## src/rtl/pcsr_pkg.sv

```systemverilog
package pcsr_pkg;
  localparam int WORD_W   = 16;
  localparam int BYTE_W   = 8;
  localparam int NBYTES   = WORD_W / BYTE_W;
  localparam int FLD_W    = 7;   // width of the address window in the CSR
  localparam int WIN_LSB  = 11;  // lowest captured address bit shown with ext=0
  localparam int B_FLAG   = 15;
  localparam int B_EXT    = 14;
  localparam int B_FLD    = 5;
  localparam int B_WWP    = 2;
  localparam int B_PEN    = 0;

  typedef struct packed {
    logic flag;
    logic ext;
    logic wwp;
    logic pen;
  } ctl_t;
endpackage

```

## src/rtl/pcsr_par_gen.sv

```systemverilog
module pcsr_par_gen
  import pcsr_pkg::*;
#(
  parameter int NB = NBYTES,
  parameter int BW = BYTE_W
) (
  input  logic [NB*BW-1:0] d,
  output logic [NB-1:0]    p
);
  for (genvar i = 0; i < NB; i++) begin : g_byte
    assign p[i] = ~^d[i*BW +: BW];
  end
endmodule

```

## src/rtl/pcsr_decode.sv

```systemverilog
module pcsr_decode #(
  parameter int                BUS_AW = 16,
  parameter int                SEL_W  = 4,
  parameter logic [BUS_AW-1:0] BASE   = 16'o172100
) (
  input  logic [BUS_AW-1:0] addr,
  input  logic [SEL_W-1:0]  sel,
  output logic              hit
);
  localparam int LOW = SEL_W + 1;
  logic unused_lsb;
  assign unused_lsb = addr[0];
  assign hit = (addr[BUS_AW-1:LOW] == BASE[BUS_AW-1:LOW]) && (addr[LOW-1:1] == sel);
endmodule

```

## src/rtl/pcsr_regs.sv

```systemverilog
module pcsr_regs
  import pcsr_pkg::*;
#(
  parameter int ADDR_W = 22
) (
  input  logic              clk,
  input  logic              rst_n,
  input  logic              init,
  input  logic              sw_we,
  input  logic [WORD_W-1:0] wdata,
  input  logic              hw_err,
  input  logic [ADDR_W-1:0] err_addr,
  output ctl_t              ctl,
  output logic [ADDR_W-1:0] cap
);
  localparam int HI_LSB = WIN_LSB + FLD_W;
  localparam int HI_W   = ADDR_W - HI_LSB;

  logic unused_rsv;
  assign unused_rsv = ^{wdata[13:12], wdata[4:3], wdata[1]};

  always_ff @(posedge clk or negedge rst_n) begin
    if (!rst_n) begin
      ctl <= '0;
      cap <= '0;
    end else if (init) begin
      ctl <= '0;
      cap <= '0;
    end else if (sw_we) begin
      ctl.flag <= wdata[B_FLAG];
      ctl.ext  <= wdata[B_EXT];
      ctl.wwp  <= wdata[B_WWP];
      ctl.pen  <= wdata[B_PEN];
      if (!ctl.flag) begin
        if (wdata[B_EXT]) cap[ADDR_W-1:HI_LSB] <= wdata[B_FLD +: HI_W];
        else              cap[HI_LSB-1:WIN_LSB] <= wdata[B_FLD +: FLD_W];
      end
    end else if (hw_err && !ctl.flag) begin
      ctl.flag <= 1'b1;
      cap      <= err_addr;
    end
  end

  a_r4_first_capture: assert property (@(posedge clk) disable iff (!rst_n)
    (hw_err && !ctl.flag && !sw_we && !init) |=> (ctl.flag && cap == $past(err_addr)));
  a_r5_flag_sticky: assert property (@(posedge clk) disable iff (!rst_n)
    (ctl.flag && !sw_we && !init) |=> ctl.flag);
  a_r5_addr_held: assert property (@(posedge clk) disable iff (!rst_n)
    (ctl.flag && !init) |=> $stable(cap));
  a_r9_sw_wins: assert property (@(posedge clk) disable iff (!rst_n)
    (sw_we && !init) |=> (ctl.flag == $past(wdata[B_FLAG])));
  a_r10_init_clears: assert property (@(posedge clk) disable iff (!rst_n)
    init |=> (ctl == '0 && cap == '0));
endmodule

```

## src/rtl/pcsr_top.sv

```systemverilog
module pcsr_top
  import pcsr_pkg::*;
#(
  parameter int                ADDR_W   = 22,
  parameter int                SEL_W    = 4,
  parameter int                BUS_AW   = 16,
  parameter logic [BUS_AW-1:0] CSR_BASE = 16'o172100
) (
  input  logic              clk,
  input  logic              rst_n,
  input  logic              bus_init,
  input  logic [SEL_W-1:0]  cfg_sel,
  input  logic [BUS_AW-1:0] reg_addr,
  input  logic              reg_wr,
  input  logic              reg_rd,
  input  logic [WORD_W-1:0] reg_wdata,
  output logic [WORD_W-1:0] reg_rdata,
  input  logic [WORD_W-1:0] mw_data,
  output logic [NBYTES-1:0] mw_par,
  input  logic              mr_valid,
  input  logic [ADDR_W-1:0] mr_addr,
  input  logic [WORD_W-1:0] mr_data,
  input  logic [NBYTES-1:0] mr_par,
  output logic              bus_perr
);
  localparam int HI_LSB = WIN_LSB + FLD_W;

  logic              hit, sw_we, rd_fail;
  logic [NBYTES-1:0] wr_gen, rd_exp;
  logic [ADDR_W-1:0] cap;
  ctl_t              ctl;
  logic [FLD_W-1:0]  fld;
  logic [WORD_W-1:0] csr_word;

  pcsr_decode #(.BUS_AW(BUS_AW), .SEL_W(SEL_W), .BASE(CSR_BASE)) u_dec (
    .addr(reg_addr), .sel(cfg_sel), .hit(hit));

  pcsr_par_gen u_wgen (.d(mw_data), .p(wr_gen));
  pcsr_par_gen u_rgen (.d(mr_data), .p(rd_exp));

  assign mw_par  = wr_gen ^ {NBYTES{ctl.wwp}};
  assign rd_fail = mr_valid && (|(rd_exp ^ mr_par));
  assign sw_we   = reg_wr && hit;

  pcsr_regs #(.ADDR_W(ADDR_W)) u_regs (
    .clk(clk), .rst_n(rst_n), .init(bus_init), .sw_we(sw_we), .wdata(reg_wdata),
    .hw_err(rd_fail), .err_addr(mr_addr), .ctl(ctl), .cap(cap));

  always_comb begin
    fld = ctl.ext ? FLD_W'(cap[ADDR_W-1:HI_LSB]) : cap[HI_LSB-1:WIN_LSB];
    csr_word               = '0;
    csr_word[B_FLAG]       = ctl.flag;
    csr_word[B_EXT]        = ctl.ext;
    csr_word[B_FLD +: FLD_W] = fld;
    csr_word[B_WWP]        = ctl.wwp;
    csr_word[B_PEN]        = ctl.pen;
  end

  assign reg_rdata = (reg_rd && hit) ? csr_word : '0;

  always_ff @(posedge clk or negedge rst_n) begin
    if (!rst_n)        bus_perr <= 1'b0;
    else if (bus_init) bus_perr <= 1'b0;
    else               bus_perr <= rd_fail && ctl.pen;
  end

  a_r8_perr_needs_enable: assert property (@(posedge clk) disable iff (!rst_n)
    (!ctl.pen) |=> !bus_perr);
  a_r8_perr_reported: assert property (@(posedge clk) disable iff (!rst_n)
    (rd_fail && ctl.pen && !bus_init) |=> bus_perr);
  a_r2_wrong_parity_even: assert property (@(posedge clk) disable iff (!rst_n)
    ctl.wwp |-> ((($countones({mw_data[7:0], mw_par[0]}) & 1) == 0) &&
                 (($countones({mw_data[15:8], mw_par[1]}) & 1) == 0)));
  a_r10_perr_init: assert property (@(posedge clk) disable iff (!rst_n)
    bus_init |=> !bus_perr);
endmodule

```

## config.mk

```make
export PLATFORM = sky130hd
export DESIGN_NAME = pcsr_top
export DESIGN_NICKNAME = d
export VERILOG_FILES = /design/src/rtl/pcsr_pkg.sv /design/src/rtl/pcsr_par_gen.sv /design/src/rtl/pcsr_decode.sv /design/src/rtl/pcsr_regs.sv /design/src/rtl/pcsr_top.sv
export SDC_FILE = /design/constraint.sdc
export NUM_CORES = 1
export LEC_CHECK = 0
export BUFFER_PORTS_ARGS = -buffer_cell sky130_fd_sc_hd__buf_2
export CAP_MARGIN = 20
export CELL_PAD_IN_SITES_DETAIL_PLACEMENT = 0
export CELL_PAD_IN_SITES_GLOBAL_PLACEMENT = 1
export CORE_ASPECT_RATIO = 0.6
export CORE_MARGIN = 10
export CORE_UTILIZATION = 29
export CTS_CLUSTER_SIZE = 16
export DETAILED_ROUTE_END_ITERATION = 10
export PLACE_DENSITY = 0.93
export SYNTH_ARGS = -nofsm -noshare
export SYNTH_HDL_FRONTEND = slang
export SYNTH_SLANG_ARGS = --single-unit
```

## constraint.sdc

```tcl
create_clock -name clk -period 1.96 [get_ports clk]
set_clock_uncertainty 0.05 [all_clocks]
set_input_delay 0.196 -clock clk [delete_from_list [all_inputs] [get_ports clk]]
set_output_delay 0.196 -clock clk [all_outputs]
set_load 0.01 [all_outputs]
```

# After elaboration in Yosys (flattened, before gate mapping)
# Cells that the tools add are included.
# totals
regBits,16
latch_bits,0
ram_bits,0
romBits,0
in_bits,98
out_inout_bits,19
wordCells,44
n_memories,0
# classes
addsub,0
n_mul,0
div,0
order_cmp,0
eq_ne,5
shift,0
muxes,14
n_bitwise,2
n_reduce_logical,16
# ops
operator,count
$mux W22,2
$mux W11,3
$reduce_xnor A8 Y1,4
$mux W16,1
$mux W7,2
$eq A11 B11 Y1 const B,1
$ne A3 B3 Y1 const B,3
$mux W4,2
$logic_and A1 B1 Y1,6
$reduce_and A3 Y1,2
$eq A4 B4 Y1,1
$xor A2 B2 Y2,2
$mux W1,3
$mux W3,1
$reduce_bool A3 Y1,1
$reduce_bool A2 Y1,1
$reduce_or A2 Y1,1
$logic_not A1 Y1,1

# Longest topological paths before layout
# Gate-level depths: netlist of run 1.
# logic_depth
ltp_word,8
ltp_mapped,7

# Hierarchy
# From an unflattened synthesis of run 1, not the netlist that was laid out.
# unflattened
hier_cells,178
area_unflattened_um2,1805.5
# modules_own_cells
mod,n_inst,cells_each,area_per_inst_um2
pcsr_regs,1,108,1209.9
pcsr_top,1,32,277.8
pcsr_par_gen,2,14,122.6
pcsr_decode,1,10,72.6

# Least setup slack after synthesis of run 1
# OpenSTA, ideal clock, no wires.
# synth_path
path_kind,input to register
start,in reg_addr[8]
end,reg u_regs.cap[11]
setup_time_ns,0.143
arrival_ns,1.563
path_slack_ns,0.203
stages,6
path_cell_list,or4b_4 > nor4_4 > a41oi_1 > buf_2 > o2111ai_1 > o221ai_2
# synth_via
elab_chain_len,5
word_cells_on_any_way,9
classes_between,3 x eq/ne; 2 x mux; 4 x reduce/logical
# synth_lines
element,line_no,source
from (decl),pcsr_top.sv:13,"input logic [BUS_AW-1:0] reg_addr,"
$eq A11 B11 Y1 *,pcsr_decode.sv:13,assign hit = (addr[BUS_AW-1:LOW] == BASE[BUS_AW-1:LOW]) && (addr[LOW-1:1] == sel);
$logic_and A1 B1 Y1 *,pcsr_decode.sv:13,
$logic_and A1 B1 Y1 *,pcsr_top.sv:43,assign sw_we = reg_wr && hit;
"$ne A3 B3 Y1 (no line), or another cell as far along",n/a,
$reduce_and A3 Y1 (no line) / $mux W22 (equally long branches),n/a,
"to (signal, indexed assignment)",pcsr_regs.sv:35,if (wdata[B_EXT]) cap[ADDR_W-1:HI_LSB] <= wdata[B_FLD +: HI_W];
"to (signal, indexed assignment)",pcsr_regs.sv:36,else cap[HI_LSB-1:WIN_LSB] <= wdata[B_FLD +: FLD_W];
to (signal assigned),pcsr_regs.sv:40,cap <= err_addr;
to (decl),pcsr_regs.sv:14,output logic [ADDR_W-1:0] cap
# Mark *: on every way between the ends. The rest lies on a longest branch, timed or not.
# A chain may end at the register's enable or synchronous reset.

# Worst setup path in the final report of run 1
# layout_path
start,in reg_addr[8]
end,out reg_rdata[7]
# layout_via
elab_chain_len,4
# layout_lines
element,line_no,source
$eq A11 B11 Y1,pcsr_decode.sv:13,
$logic_and A1 B1 Y1,pcsr_decode.sv:13,
$logic_and A1 B1 Y1,pcsr_top.sv:59,assign reg_rdata = (reg_rd && hit) ? csr_word : '0;
$mux W16,pcsr_top.sv:59,
to (decl),pcsr_top.sv:17,"output logic [WORD_W-1:0] reg_rdata,"
# No other way between the ends.

==> results of run 1 <==
[kinds of logic (layout without fill, tap and decap cells)]
kind of cell	Yosys count	count (layout)	synth area share, %
and+or+nand+nor	57	57	17.6
AOI/OAI and AO/OA	51	51	28.3
xor gates and xnor gates	34	34	19.1
buffers and inverters	27	119	8.84
DFF	16	16	23.6
muxes	4	4	2.36
other	1	5	0.221
[per-stage QoR]
stage / hold WS (ns) / total power, W / instances
global route: 0.143 / 0.00144 / 366
detailed placement: 0.0859 / 0.00105 / 360
finish: 0.127 / 0.00135 / 366
global placement: 0.0759 / 0.00103 / 360
CTS: 0.122 / 0.00136 / 366
floorplan: -0.150 / 0.000838 / 194
[registers in the layout (all words and copies together) (netlist names)]
signal,cells
bus_perr,1
u_regs.cap,11
u_regs.ctl,4
[what timing repair did]
item,in CTS,in global routing
buffers inserted,1,0
hold buffers,1,0
hold endpoints to repair,16,0
endpoints found under the setup margin,2,9
gates resized for setup,0,5
[worst paths after layout]
kind	to	slack [ns]	cells past startpoint
max	reg_rdata[7]	0.09	7
min reg2reg	u_regs.ctl[0]	0.47	2
max in group asynchronous	u_regs.cap[21]	1.23	2
max reg2reg	u_regs.cap[17]	0.44	4
min in group asynchronous	u_regs.ctl[0]	0.35	2
min	u_regs.ctl[0]	0.13	3
[layout by cell type, fill, tap and decap left out, types with 2 or more instances in the layout]
cell,synthesis,routed
and2_1,3,3
buf_6,1,3
clkbuf_8,0,4
conb_1,1,5
buf_4,5,10
buf_2,5,92
nand2_1,22,22
nor2b_1,12,12
a22oi_2,7,7
dfrtp_1,16,16
mux2i_1,4,4
a22oi_1,4,4
inv_1,8,8
nor2_2,0,2
xnor2_1,24,24
xor2_1,8,8
nor3_1,2,2
o221ai_2,7,7
a22o_1,7,7
o21ai_0,5,5
xnor3_1,2,2
o2111ai_1,11,11
o221ai_1,4,4
a21oi_1,3,3
nor2_1,12,10
[Yosys cell counts (all sizes together) (2+ instances only)]
master / count / area (µm²)
nand2: 22 / 82.6
o221ai: 11 / 140
buf: 13 / 97.6
clkbuf: 6 / 22.5
o2111ai: 11 / 96.3
xnor2: 24 / 210
xnor3: 2 / 45.0
a22oi: 11 / 118
inv: 8 / 30.0
a22o: 7 / 61.3
mux2i: 4 / 40.0
o21ai: 5 / 25.0
nand4: 2 / 18.8
nor2: 12 / 45.0
a21oi: 3 / 15.0
and2: 3 / 18.8
dfrtp: 16 / 400
nor3: 2 / 10.0
nor2b: 12 / 75.1
xor2: 8 / 70.1
[worst min-delay path: stages]
cell     delay, ns
buf_2         0.10
nand2_1       0.05
a21oi_1       0.05
[metal layers]
| metal | up-vias | GRT usage, % |
|---|---|---|
| met2 | 72 | 18.7 |
| li1 | 871 | - |
| met3 | 2 | 4.45 |
| met5 | - | 0 |
| met1 | 796 | 13.7 |
| met4 | 0 | 2.55 |
[final cells by class]
class                           count  area share (%)
Timing Repair Buffer              107            25.5
Inverter                            8            1.28
Clock buffer                        4            2.34
Tap cell                           80            4.25
Sequential cell                    16            17.0
Multi-Input combinational cell    151            49.7
[power groups by stage]
| stage | sequential (W) | combinational (W) | clock, W |
|---|---|---|---|
| 6_report | 0.000427 | 0.000624 | 0.000295 |
| 5_1_grt | 0.000434 | 0.000689 | 0.000315 |
| 4_1_cts | 0.000426 | 0.000627 | 0.000306 |
| 3_5_place_dp | 0.000433 | 0.000621 | 0 |
| 3_3_place_gp | 0.000430 | 0.000603 | 0 |
| 2_1_floorplan | 0.000418 | 0.000421 | 0 |
==> impl_metrics.yaml, run 1 <==
setup_path:
  crit_top_cell: "buf_6"
  end_kind: "primary output"
  setup.worst_path.class: "input pin to primary output"
  arrival_ns: 1.63
  crit_path_top_delay_cell: "or4b_4"
  cpPeakStageDelay_ns: 0.54
  crit_chain: "buf_6 > or4b_4 > nor4_4 > nand4_2 > buf_6 > nor2_2 > buf_2"
  path_buf_inv: 3
  worst-path-max-fanout: 6
  critical_path_required_ns: 1.71
  r2r_start: "u_regs.ctl[3]"
  cp_top_family: "simple AND/OR/NAND/NOR gates"
  crit_path_start_kind: "input pin"
  cp-startpoint: "reg_addr[8]"
clock_network:
  cts.clk_slew.worst_paths_ns: 0.06
  cts_tree: "built"
  cts_num_sinks: 16
  cts_buffer_depth: 2
  cts_made_buffers: 3
  clk_latency_ns: 0.25
  h-tree-depth: 1
  cts_root_buf: "clkbuf_8"
global_routing:
  grt_max_degree: 21
  grt_util_all_layers_pct: 11.3
  antenna_found_initial: 0
  grt_first_pass_wirelength_um: 9000
  grt_pass1_vias: 1938
  gr-total-overflow: 0
synth:
  synth.distinct_cells: 35
  netlist_area_um2: 1700
  ys_seq_area_share_pct: 23.6
  syn_area_per_cell_um2: 8.94
  ys_async_sr_fraction_pct: 100
  synthCells: 190
  synth_edf_count: 0
  synth_seq_cells: 16
  yosysWarnings: 0
  synth_flop_cell: "dfrtp_1"
place:
  post-place-ws_ns: -0.164
  routabilityCongestion: 0.819
  placed_cell_area_um2: 2260
  port_buffers: 94
  dp_hpwl_um: 4620
timing:
  fin_crit_ns: 1.87
  tns_ns: 0
  max_freq_mhz: 534
  postLayoutSetupSlackWorst_ns: 0.0882
  fin_crit_sh_pct: 95.5
  finalSetupViolCount: 0
  relSlewSlack_pct: 60.4
  rsz0062_at_grt: "yes"
  hold_viol: 0
  slew_violations: 0
  tightest_slew_ns: 0.594
detailed_routing:
  drt-pass1-iter-count: 4
  ant_nets: 0
  met2WireLength_um: 2400
  viasPerCell: 4.76
  drt_iter0_markers: 83
  wire_per_inst_um: 15.1
  wl_met3_um: 522
  postRouteWirelength_um: 5520
  vias: 1741
  drt-met1-wl_um: 2580
  top_layer: "met4"
  drc_errors: 0
floorplan:
  start_util_pct: 30.2
  chipWidth_um: 119
  dieArea_um2: 9420
  die_height_um: 79.3
  rows: 21
  io_pins: 117
  core_um2: 5620
power_and_ir_drop:
  switching_power_w: 0.000497
  leakage_nw: 1.04
  clkPwrFrac_pct: 21.9
  max-vdd-ir-drop_v: 0.000287
  p_sw_share_pct: 36.9
  p_comb_share_pct: 46.4
  powerDensity_nw_per_um2: 572
  p_seq_share_pct: 31.7
  internal_power_w: 0.000850
flow_run:
  maxCapViolCount: 0
finish:
  multiInputGateArea_um2: 1170
  insertedDiodeCount: 0
  ff_latch_area_um2: 400
  nets: 385
  finish.utilization_pct: 41.9
  fin_area_um2: 2350
  area_growth_syn_to_layout_pct: 38.5
  layout-drive-gt1-share_pct: 45.1
  fillCellCount: 597
hold_path:
  hp-start: "reg_wdata[0]"
  min_path_type: "input pin to register"
status:
  outcome: "finished, final reports clean"
No activity file was read; power rests on OpenSTA's default activity.
==> inputs of run 2 (changes only) <==
Settings changed: RECOVER_POWER from default to 25.
==> run 2 against run 1 <==
  * Register-to-register slack about the same
  * Via count is 0.29% higher
  * Non-clock buffer count unchanged
  * Core utilization hardly changed
  * Critical path type unchanged
  * Critical endpoint unchanged
  * Largest cell class unchanged
==> impl_metrics.yaml, run 2 (same netlist as run 1, synthesis figures left out) <==
setup_path:
  crit_path_start_kind: "input pin"
  ff2ff_path_depth: 4
  setup.worst_path.class: "input pin to primary output"
  worst-path-max-fanout: 6
  crit_top_cell: "buf_6"
  end_kind: "primary output"
  crit_chain: "buf_6 > or4b_4 > nor4_4 > nand4_2 > buf_6 > nor2_2 > buf_2"
  arrival_ns: 1.63
  path_buf_inv: 3
  crit_path_top_delay_cell: "or4b_4"
  critical_path_required_ns: 1.71
  cpPeakStageDelay_ns: 0.54
  cp_top_family: "simple AND/OR/NAND/NOR gates"
  cp.depth: 7
global_routing:
  grt_pass1_vias: 1938
  grt_first_pass_wirelength_um: 9000
  gr-total-overflow: 0
  grt_max_degree: 21
  grt_util_all_layers_pct: 11.3
  antenna_found_initial: 0
hold_path:
  min_path_cells: 3
  min_path_type: "input pin to register"
clock_network:
  cts_root_buf: "clkbuf_8"
  cts.clk_slew.worst_paths_ns: 0.06
  cts_buffer_depth: 2
  h-tree-depth: 1
  cts_tree: "built"
  cts_num_sinks: 16
  cts_made_buffers: 3
  clk_latency_ns: 0.25
floorplan:
  io_pins: 117
  dieArea_um2: 9420
  core_um2: 5620
  rows: 21
  chipWidth_um: 119
  die_height_um: 79.3
  start_util_pct: 30.2
place:
  post-place-ws_ns: -0.164
  place_inst: 360
  port_buffers: 94
  routabilityCongestion: 0.819
  dp_hpwl_um: 4620
timing:
  fin_crit_sh_pct: 95.5
  rsz0062_at_grt: "yes"
  tns_ns: 0
  finalSetupViolCount: 0
  tightest_slew_ns: 0.941
  postLayoutSetupSlackWorst_ns: 0.0881
  hold_viol: 0
  slew_violations: 0
  max_freq_mhz: 534
  relSlewSlack_pct: 37.3
  fin_crit_ns: 1.87
detailed_routing:
  ant_nets: 0
  postRouteWirelength_um: 5520
  drt_iter0_markers: 83
  vias: 1746
  viasPerCell: 4.77
  drc_errors: 0
  wire_per_inst_um: 15.1
  drt-pass1-iter-count: 4
finish:
  largest_reg_flops: 11
  fillCellCount: 598
  finish.utilization_pct: 41.8
  area_growth_syn_to_layout_pct: 38.4
  insertedDiodeCount: 0
  regMostFlops: "u_regs.cap"
  reg.largest.list: "u_regs.cap: 11 flops, u_regs.ctl: 4 flops, bus_perr: 1 flops"
  final_common_cell: "buf_2"
  layout-drive-gt1-share_pct: 44.8
  layout_common_cells: "buf_2, xnor2_1, nand2_1"
  fin_cells: 366
  nets: 385
flow_run:
  maxCapViolCount: 0
power_and_ir_drop:
  leakage_nw: 1.04
  max-vdd-ir-drop_v: 0.000287
  powerDensity_nw_per_um2: 572
  power.total_w: 0.00135
status:
  outcome: "finished, final reports clean"
==> run 2: area by class of cell <==
cell class / instances / area (µm²) / area share, %
multi-input cells: 151 / 1170 / 49.7
repair buffers: 107 / 598 / 25.4
flip-flops and latches: 16 / 400 / 17.0
well taps: 80 / 100 / 4.26
clock buffers: 4 / 55.1 / 2.34
inverters: 8 / 30.0 / 1.28
==> run 2: report_power, final <==
part           leakage, nW  switching (W)  total, W  internal, W
registers            0.217      0.0000539  0.000427     0.000374
clock network       0.0288       0.000116  0.000295     0.000178
logic                0.793       0.000327  0.000624     0.000297
total                 1.04       0.000497   0.00135     0.000849
==> run 2: metrics by stage <==
step                area, µm²  hold WS (ns)
CTS                      2330         0.122
floorplan                1710        -0.150
finish                   2350         0.127
detailed placement       2260        0.0859
global placement         2260        0.0759
global route             2350         0.143
==> run 2: worst reg2reg max path, cell delays in order (launching register included) <==
cell	delay (ns)
dfrtp_1	0.46
nor2_1	0.47
a22o_1	0.21
a22oi_1	0.07
o221ai_1	0.18
==> run 2: path summary, 6_finish.rpt <==
| check | start | to | slack [ns] |
|---|---|---|---|
| setup reg to reg | u_regs.ctl[3] | u_regs.cap[17] | 0.44 |
| max in group asynchronous | rst_n | u_regs.cap[12] | 0.73 |
| min in group asynchronous | rst_n | u_regs.ctl[0] | 0.56 |
| setup / recovery | reg_addr[8] | reg_rdata[7] | 0.09 |
| hold reg to reg | u_regs.ctl[0] | u_regs.ctl[0] | 0.47 |
| hold / removal | reg_wdata[0] | u_regs.ctl[0] | 0.13 |
==> run 2: repair_timing <==
| item | CTS | global route |
|---|---|---|
| setup endpoints to repair | 2 | 9 |
| hold buffers | 1 | 0 |
| gates resized for setup | 0 | 5 |
| setup buffers | 1 | 0 |
| endpoints found under the hold margin | 16 | 0 |
==> run 2: layer usage <==
layer  vias to the layer above  part of all wire, %  global-route usage [%]
met2                        75                   44                    18.7
met1                       798                   46                    13.7
met5                         -                    0                       0
met3                         2                  9.8                    4.45
li1                        871                    -                       -
met4                         0                 0.38                    2.55
